===== config.mk =====
export PLATFORM = sky130hd
export DESIGN_NAME = dp_alu
export DESIGN_NICKNAME = d
export VERILOG_FILES = /design/src/rtl/dpalu_pkg.sv /design/src/rtl/dpalu_decode.sv /design/src/rtl/dpalu_arith.sv /design/src/rtl/dpalu_logic.sv /design/src/rtl/dpalu_flags.sv /design/src/rtl/dp_alu.sv
export SDC_FILE = /design/constraint.sdc
export NUM_CORES = 1
export LEC_CHECK = 0
export BUFFER_PORTS_ARGS = -buffer_cell sky130_fd_sc_hd__buf_2
export CORE_MARGIN = 5
export CORE_UTILIZATION = 60
export DETAILED_ROUTE_END_ITERATION = 10
export GPL_TIMING_DRIVEN = 0
export PLACE_DENSITY = 0.95
export SYNTH_ARGS = -nofsm -noshare
export SYNTH_HDL_FRONTEND = slang
export SYNTH_SLANG_ARGS = --single-unit

===== constraint.sdc =====
create_clock -name vclk -period 28.4
set_input_delay 8.52 -clock vclk [all_inputs]
set_output_delay 8.52 -clock vclk [all_outputs]
set_load 0.02 [all_outputs]

===== src/rtl/dpalu_pkg.sv =====
package dpalu_pkg;

  typedef enum logic [3:0] {
    OP_AND  = 4'h0, OP_XOR  = 4'h1, OP_SUB  = 4'h2, OP_RSB  = 4'h3,
    OP_ADD  = 4'h4, OP_ADC  = 4'h5, OP_SBC  = 4'h6, OP_RSC  = 4'h7,
    OP_TAND = 4'h8, OP_TXOR = 4'h9, OP_CSUB = 4'hA, OP_CADD = 4'hB,
    OP_OR   = 4'hC, OP_MOVB = 4'hD, OP_CLR  = 4'hE, OP_NOTB = 4'hF
  } alu_op_e;

  typedef enum logic [1:0] {
    CIN_ZERO = 2'd0,
    CIN_ONE  = 2'd1,
    CIN_FLAG = 2'd2
  } cin_sel_e;

  typedef struct packed {
    logic n;
    logic z;
    logic c;
    logic v;
  } flags_t;

  typedef struct packed {
    logic     arith;   // result comes from the adder
    logic     swap;    // B is the minuend
    logic     invert;  // subtract: add the complement
    cin_sel_e cin;     // carry input source
    logic     writes;  // result goes to the register file
  } ctl_t;

endpackage


===== src/rtl/dpalu_decode.sv =====
module dpalu_decode
  import dpalu_pkg::*;
(
  input  logic [3:0] op_code,
  output ctl_t       ctl
);

  alu_op_e op;
  assign op = alu_op_e'(op_code);

  always_comb begin
    ctl        = '0;
    ctl.cin    = CIN_ZERO;
    ctl.writes = (op_code[3:2] != 2'b10);
    unique case (op)
      OP_SUB, OP_CSUB: begin ctl.arith = 1'b1; ctl.invert = 1'b1; ctl.cin = CIN_ONE;  end
      OP_RSB:          begin ctl.arith = 1'b1; ctl.invert = 1'b1; ctl.swap = 1'b1; ctl.cin = CIN_ONE; end
      OP_SBC:          begin ctl.arith = 1'b1; ctl.invert = 1'b1; ctl.cin = CIN_FLAG; end
      OP_RSC:          begin ctl.arith = 1'b1; ctl.invert = 1'b1; ctl.swap = 1'b1; ctl.cin = CIN_FLAG; end
      OP_ADD, OP_CADD: begin ctl.arith = 1'b1; ctl.cin = CIN_ZERO; end
      OP_ADC:          begin ctl.arith = 1'b1; ctl.cin = CIN_FLAG; end
      default:         ctl.arith = 1'b0;
    endcase
  end

endmodule


===== src/rtl/dpalu_arith.sv =====
module dpalu_arith #(
  parameter int W = 32
) (
  input  logic [W-1:0] opnd_a,
  input  logic [W-1:0] opnd_b,
  input  logic         swap,
  input  logic         invert,
  input  logic         cin,
  output logic [W-1:0] sum,
  output logic         cout,
  output logic         ovf
);

  localparam int MSB = W - 1;

  logic [W-1:0] x, y, yy;
  logic [W:0]   full;

  always_comb begin
    x    = swap ? opnd_b : opnd_a;
    y    = swap ? opnd_a : opnd_b;
    yy   = invert ? ~y : y;
    full = {1'b0, x} + {1'b0, yy} + {{W{1'b0}}, cin};
    sum  = full[MSB:0];
    cout = full[W];
    ovf  = (x[MSB] == yy[MSB]) && (sum[MSB] != x[MSB]);
  end

endmodule


===== src/rtl/dpalu_logic.sv =====
module dpalu_logic
  import dpalu_pkg::*;
#(
  parameter int W = 32
) (
  input  logic [W-1:0] opnd_a,
  input  logic [W-1:0] opnd_b,
  input  logic [3:0]   op_code,
  output logic [W-1:0] lres
);

  alu_op_e op;
  assign op = alu_op_e'(op_code);

  always_comb begin
    unique case (op)
      OP_AND, OP_TAND: lres = opnd_a & opnd_b;
      OP_XOR, OP_TXOR: lres = opnd_a ^ opnd_b;
      OP_OR:           lres = opnd_a | opnd_b;
      OP_MOVB:         lres = opnd_b;
      OP_CLR:          lres = opnd_a & ~opnd_b;
      OP_NOTB:         lres = ~opnd_b;
      default:         lres = '0;
    endcase
  end

endmodule


===== src/rtl/dpalu_flags.sv =====
module dpalu_flags
  import dpalu_pkg::*;
#(
  parameter int W      = 32,
  parameter int IDX_W  = 4,
  parameter int PC_IDX = 15
) (
  input  ctl_t             ctl,
  input  logic [W-1:0]     result,
  input  logic             cout,
  input  logic             ovf,
  input  logic             shf_carry,
  input  logic             set_flags,
  input  logic [IDX_W-1:0] dst_idx,
  input  flags_t           flags_in,
  output flags_t           flags_out,
  output logic             flags_we,
  output logic             result_we,
  output logic             restore_mode
);

  localparam logic [IDX_W-1:0] PC_SEL = IDX_W'(PC_IDX);

  always_comb begin
    result_we    = ctl.writes;
    restore_mode = set_flags && ctl.writes && (dst_idx == PC_SEL);
    flags_we     = set_flags && !restore_mode;
    flags_out    = flags_in;
    if (flags_we) begin
      flags_out.n = result[W-1];
      flags_out.z = ~|result;
      if (ctl.arith) begin
        flags_out.c = cout;
        flags_out.v = ovf;
      end else begin
        flags_out.c = shf_carry;
      end
    end
  end

  always_comb begin

    rst_nowr_chk: assert (!(restore_mode && !result_we));

    zero_flag_chk: assert (!flags_we || (flags_out.z == (result == '0)));
  end

endmodule


===== src/rtl/dp_alu.sv =====
module dp_alu
  import dpalu_pkg::*;
#(
  parameter int W      = 32,
  parameter int IDX_W  = 4,
  parameter int PC_IDX = 15
) (
  input  logic [W-1:0]     opnd_a,
  input  logic [W-1:0]     opnd_b,
  input  logic             shf_carry,
  input  logic [3:0]       op_code,
  input  logic             set_flags,
  input  logic [IDX_W-1:0] dst_idx,
  input  logic [3:0]       flags_in,
  output logic [W-1:0]     result,
  output logic             result_we,
  output logic [3:0]       flags_out,
  output logic             flags_we,
  output logic             restore_mode
);

  ctl_t         ctl;
  flags_t       cur_fl, nxt_fl;
  logic [W-1:0] sum, lres;
  logic         cout, ovf, cin_bit;

  assign cur_fl    = flags_t'(flags_in);
  assign flags_out = nxt_fl;

  dpalu_decode u_dec (
    .op_code (op_code),
    .ctl     (ctl)
  );

  always_comb begin
    unique case (ctl.cin)
      CIN_ONE:  cin_bit = 1'b1;
      CIN_FLAG: cin_bit = cur_fl.c;
      default:  cin_bit = 1'b0;
    endcase
  end

  dpalu_arith #(.W(W)) u_arith (
    .opnd_a (opnd_a),
    .opnd_b (opnd_b),
    .swap   (ctl.swap),
    .invert (ctl.invert),
    .cin    (cin_bit),
    .sum    (sum),
    .cout   (cout),
    .ovf    (ovf)
  );

  dpalu_logic #(.W(W)) u_logic (
    .opnd_a  (opnd_a),
    .opnd_b  (opnd_b),
    .op_code (op_code),
    .lres    (lres)
  );

  assign result = ctl.arith ? sum : lres;

  dpalu_flags #(.W(W), .IDX_W(IDX_W), .PC_IDX(PC_IDX)) u_flags (
    .ctl          (ctl),
    .result       (result),
    .cout         (cout),
    .ovf          (ovf),
    .shf_carry    (shf_carry),
    .set_flags    (set_flags),
    .dst_idx      (dst_idx),
    .flags_in     (cur_fl),
    .flags_out    (nxt_fl),
    .flags_we     (flags_we),
    .result_we    (result_we),
    .restore_mode (restore_mode)
  );

  logic is_bitwise;
  assign is_bitwise = (op_code[3:2] == 2'b11) || (!op_code[1] && (op_code[3:2] != 2'b01));

  always_comb begin

    cmp_nowr_chk: assert (!((op_code[3:2] == 2'b10) && result_we));

    sclr_hold_chk: assert (set_flags || (!flags_we && (flags_out == flags_in)));

    rst_excl_chk: assert (!(restore_mode && flags_we));

    logic_v_chk: assert (!is_bitwise || (flags_out[0] == flags_in[0]));
  end

endmodule


; Yosys cells after proc, flatten, opt, wreduce, memory -nomap -nowiden
; Index checks and enable logic that the tools add are counted.
[totals]
ff_bits = 0
latchBits = 0
ramBits = 0
rom_bits = 0
inputBits = 78
output_inout_bits = 39
wordCells = 57
memories = 0
[classes]
addsub = 2
mul = 0
n_div = 0
order_cmp = 0
eq_ne = 21
n_shift = 0
muxes = 13
bitwise = 6
reduce_logical = 15
[ops]
columns = cell, n
row1 = $pmux 32 s6, 1
row2 = $mux 32, 4
row3 = $and 32x32->32, 2
row4 = $not 32->32, 2
row5 = $eq 4x4->1 const B, 9
row6 = $add 32x32->33, 1
row7 = $add 33x1->33, 1
row8 = $or 32x32->32, 1
row9 = $reduce_or 32->1, 1
row10 = $xor 32x32->32, 1
row11 = $eq 4x3->1 const B, 4
row12 = $eq 4x2->1 const B, 2
row13 = $reduce_or 8->1, 1
row14 = $reduce_or 2->1, 3
row15 = $reduce_or 3->1, 2
row16 = $mux 1, 5
row17 = $reduce_or 5->1, 1
row18 = $eq 4x1->1 const B, 1
row19 = $logic_and 1x1->1, 4
row20 = $logic_not 4->1, 1
row21 = $mux 4, 1
row22 = $pmux 2 s2, 1
row23 = $eq 2x1->1 const B, 1
row24 = $eq 2x2->1 const B, 1
row25 = 5 further kinds, 6

; Logic depth before layout (Yosys ltp)
[logic_depth]
word_depth = 12
depth_mapped = 23
mapped_depth_nobuf = 19

; Modules after synthesis
; Synthesis repeated with hierarchy kept, for this count alone.
[hier_totals]
hier_cells = 736
hier_area_um2 = 6198.4
[modules_own_cells]
columns = module, n_inst, cells_each, area_per_inst_um2, seq_area_each_um2
row1 = dpalu_arith, 1, 365, 2876.5, 0.0
row2 = dpalu_logic, 1, 294, 2519.9, 0.0
row3 = dp_alu, 1, 42, 585.6, 0.0
row4 = dpalu_flags, 1, 24, 165.2, 0.0
row5 = dpalu_decode, 1, 11, 51.3, 0.0

; Worst setup path before layout
; OpenSTA, ideal clock, no wires.
[synth_timing]
kind = in2out
startpoint = input port op_code[0]
endpoint = output port flags_out[2]
arrival_ps = 13839
required_time_ps = 19880
path_slack_ps = 6041
cell_stages = 21
path_cell_list = buf_2 > buf_1 > clkbuf_1 > buf_1 > o21ai_0 > nand2_1 > buf_1 > xnor2_1 > fa_1 > inv_1 > fa_1 > a21o_1 > a221oi_4 > o221ai_4 > o22ai_2 > xor2_1 > o21ai_0 > nor4_1 > nand4b_1 > or4_1 > o41ai_2
[synth_via]
elab_chain_cells = 12
elab_cells_between_ends = 41
cone_classes = add/sub (2) / eq/ne (17) / mux (11) / bitwise (1) / reduce/logical (10)
[synth_rtl]
columns = element, line_no
row1 = from (decl), dp_alu.sv:11  ; input logic [3:0] op_code,
row2 = $eq 4x2->1 / $eq 4x3->1 (equally long branches), dpalu_decode.sv:15  ; unique case (op)
row3 = $reduce_or 2->1 (no line), --
row4 = $mux 1, dpalu_decode.sv:15
row5 = $mux 32, dpalu_arith.sv:21  ; y = swap ? opnd_a : opnd_b;
row6 = $not 32->32, dpalu_arith.sv:22  ; yy = invert ? ~y : y;
row7 = $mux 32, dpalu_arith.sv:22
row8 = $add 32x32->33, dpalu_arith.sv:23  ; full = {1'b0, x} + {1'b0, yy} + {{W{1'b0}}, cin};
row9 = $add 33x1->33, dpalu_arith.sv:23
row10 = $mux 32 (*), dp_alu.sv:61  ; assign result = ctl.arith ? sum : lres;
row11 = net result[20], dp_alu.sv:15  ; output logic [W-1:0] result,
row12 = $reduce_or 32->1 (*), dpalu_flags.sv:31  ; flags_out.z = ~|result;
row13 = $logic_not 1->1 (*), dpalu_flags.sv:31
row14 = $mux 4 (*), dpalu_flags.sv:29  ; if (flags_we) begin
row15 = to (decl), dp_alu.sv:17  ; output logic [3:0] flags_out,
; Mark *: on every way through the listed nets, which the timed path passes. The rest lies on a longest branch.

; Final worst setup path
[layout_timing]
startpoint = input port op_code[0]
endpoint = output port flags_out[2]
[layout_via]
elab_chain_cells = 12
elab_cells_between_ends = 41
cone_classes = add/sub (2) / eq/ne (17) / mux (11) / bitwise (1) / reduce/logical (10)
[layout_rtl]
columns = element, line_no
row1 = $eq 4x2->1 / $eq 4x3->1 (equally long branches), dpalu_decode.sv:15
row2 = $reduce_or 2->1 (no line), --
row3 = $mux 1, dpalu_decode.sv:15
row4 = $mux 32, dpalu_arith.sv:21
row5 = $not 32->32, dpalu_arith.sv:22
row6 = $mux 32, dpalu_arith.sv:22
row7 = $add 32x32->33, dpalu_arith.sv:23
row8 = $add 33x1->33, dpalu_arith.sv:23
row9 = $mux 32 (*), dp_alu.sv:61
row10 = $reduce_or 32->1 (*), dpalu_flags.sv:31
row11 = $logic_not 1->1 (*), dpalu_flags.sv:31
row12 = $mux 4 (*), dpalu_flags.sv:29
; Every way passes the cells marked *; elsewhere a longest branch is shown, timed or not.

==> key figures <==
STA
  • Total negative setup slack: 0 ns
  • Fin crit share: a little over four fifths
  • Fmax: approximately 42 MHz
  • Max-slew headroom: between 20 and 30%
  • Max-slew violations: 0
  • Endpoints failing hold: 0
  • Worst Setup Slack, final: 4.667 ns
  • Worst-Margin Slew: approximately 1.1 ns
  • RSZ-0062 raised after global routing: no
  • Min Tclk post-route: about 24 ns
  • Final setup violation count: 0

Setup path
  • Worst Setup Path Type: in -> out
  • CP max stage delay: roughly 0.65 ns
  • Setup crit start kind: input port
  • Delay-heaviest family, CP: buffers and inverters
  • WP buf/inv: 7
  • Critical path peak fanout: 10
  • Critical path's most frequent cell: buf_1
  • Worst path cell trace: buf_2 -> buf_1 -> clkbuf_1 -> buf_1 -> o21ai_0 -> nand2_1 -> buf_1 -> xnor2_1 -> fa_1 -> inv_1 -> fa_1 -> a21o_1 -> a221oi_4 -> xnor2_1 -> a221o_1 -> and4b_1 -> nand4bb_1 -> and4bb_1 -> nand4b_1 -> or4_1 -> o41ai_2 -> buf_2
  • Slowest-stage cell, CP: buf_1
  • WP data required: 19.88 ns
  • Critical path arrival: between 15 and 20 ns
  • CP Capture Type: primary output

Pwr
  • Pwr/cell area: roughly 35 nW/um^2
  • Power share of the clock group: 0%
  • Power Total: 216.2 uW
  • Sw power: around 140 uW
  • Int Power: between 70 and 80 uW
  • Flop pwr share: 0%
  • Sw frac: approximately 64%
  • Comb pwr share: between 90% and 100%
  • Leakage: 0.002998 uW
  • Peak supply drop: about 0.028 mV

Global route
  • Global route overflow: 0
  • Initial antenna violation count: 0
  • GR Util met2: between 50% and 60%
  • Vias in the first global route: 7045
  • First-pass GRT wire length: approximately 34000 um
  • Met1 usage: between 40% and 50%
  • Largest net degree at the start of global routing: 11
  • GRT busiest layer: met2
  • M3 GR Usage: 5.222%
  • All-Layer GR Usage: around 37%

Clock network
  • # Post-CTS Setup Buffers: 0
  • # hold bufs at CTS: 0
  • Post_cts resized: 0

Yosys
  • Post-Synthesis Cells: between 800 and 900
  • Syn Nets: around 1000
  • Top-area cell type share of the netlist area: between 10% and 20%
  • Area leader, netlist: ha_1
  • Post-synth cell types: 71
  • Syn. warnings: 0
  • Synthesized cell area: between 5000 and 6000 sq um
  • Syn avg cell area: just over 6 sq um
  • Most common library cells after synthesis: nand2_1, o21ai_0, inv_1
  • Most common cell in the synthesized netlist: nand2_1
  • Post-synthesis sequential area ratio: 0%
  • Synth top area cells: ha_1, o21ai_0, nand2_1

Detailed routing
  • WL final: roughly 22000 um
  • Routed len/inst: roughly 20 um
  • Number of vias per cell: between 6 and 7
  • First-iteration detailed-routing DRC count: between 900 and 1000
  • Vias: between 7000 and 8000
  • ANT nets after route: 0
  • 1st-pass router iterations: 9
  • DRC viols: 0

Die
  • Die footprint: between 10000 and 15000 sq um
  • Die height: between 100 and 150 um
  • Initial core utilization: between 60% and 70%
  • IO Count: between 100 and 150
  • Core region area: about 9100 sq um
  • # rows: 35
  • Die width: about 110 um

Final layout
  • Final core occ: slightly below 70%
  • CLK BUF: 0
  • Final non-filler cell total: ~1100
  • ANT cells: 0
  • Area added between synthesis and finish: 13.01%
  • Layout cells sized above 1: 14.92%
  • Register area: 0 sq um
  • Seq_cells: 0
  • Nets@finish: roughly 1200
  • Filler cell count: approximately 840

Place
  • Routability congestion estimate: between 0.9 and 1
  • DP HPWL: between 15000 and 20000 um
  • Place WS: around 4.9 ns
  • # port buffers: 116
  • Post-Place Cells: around 1100

Run
  • Max-capacitance violation count: 0

Run status
  • Status: finished, final reports clean

Hold path
  • Worst hold path type: in -> out
==> kinds of logic (layout without fill, tap and decap cells) <==
| logic type | after synthesis | count (layout) | share of synthesized area, % |
|---|---|---|---|
| compound gates | 310 | 310 | 36.25 |
| simple gates | 293 | 293 | 24.37 |
| buf+inv | 140 | 256 | 10.00 |
| xor+xnor | 73 | 73 | 11.56 |
| fa+ha+maj | 67 | 67 | 15.43 |
| mux | 13 | 13 | 2.376 |
==> final timing paths <==
path | slack, ns | startpoint | end | depth (start not counted)
worst min-delay path | 17.36 | flags_in[2] | flags_out[2] | 4
worst max-delay path | 4.67 | op_code[0] | flags_out[2] | 22
==> cell usage in the layout (no fill, tap or decap), types with 4 or more instances in the layout <==
master	instances
nand2_1	134
buf_2	132
o21ai_0	110
inv_1	76
ha_1	65
a21oi_1	63
nor2_1	60
xnor2_1	52
clkbuf_1	37
xor2_1	21
nand3_1	20
nor3_1	14
nand4_1	14
a21o_1	13
a22oi_1	13
o22ai_1	13
mux2i_1	12
o21a_1	10
o211ai_1	10
a221oi_1	9
buf_1	7
nand2b_1	7
a31oi_1	7
o31ai_1	7
and3_1	6
o32ai_1	6
or2_2	5
a211oi_1	5
nor4_1	5
o311ai_0	5
nor3b_1	4
nor2b_1	4
o221ai_1	4
a221o_1	4
==> stage by stage <==
step,area (sq um),hold WS [ns]
2_1_floorplan,5529,17.18
3_3_place_gp,6248,17.36
3_5_place_dp,6248,17.37
4_1_cts,6248,17.37
5_1_grt,6248,17.39
6_report,6248,17.36
==> final cells by class <==
class | count | area, sq um | share of cell area, %
Timing Repair Buffer | 116 | 580.6 | 9.291
Multi-Input combinational cell | 756 | 4976 | 79.64
Buffer | 62 | 260.3 | 4.165
Tap cell | 111 | 138.9 | 2.223
Inverter | 78 | 292.8 | 4.686
==> power groups by stage <==
stage                     combinational, uW  sequential [uW]  clock, uW
final                                   216                0          0
after CTS                               210                0          0
after global routing                    233                0          0
after floorplan                         149                0          0
after detailed placement                209                0          0
after global placement                  206                0          0
==> metal layers <==
layer	vias up	share of wire, %
li1	3471	-
met4	0	7.5
met2	679	43
met5	-	0
met3	151	14
met1	3289	36
Power figures use the tool's default switching activity.
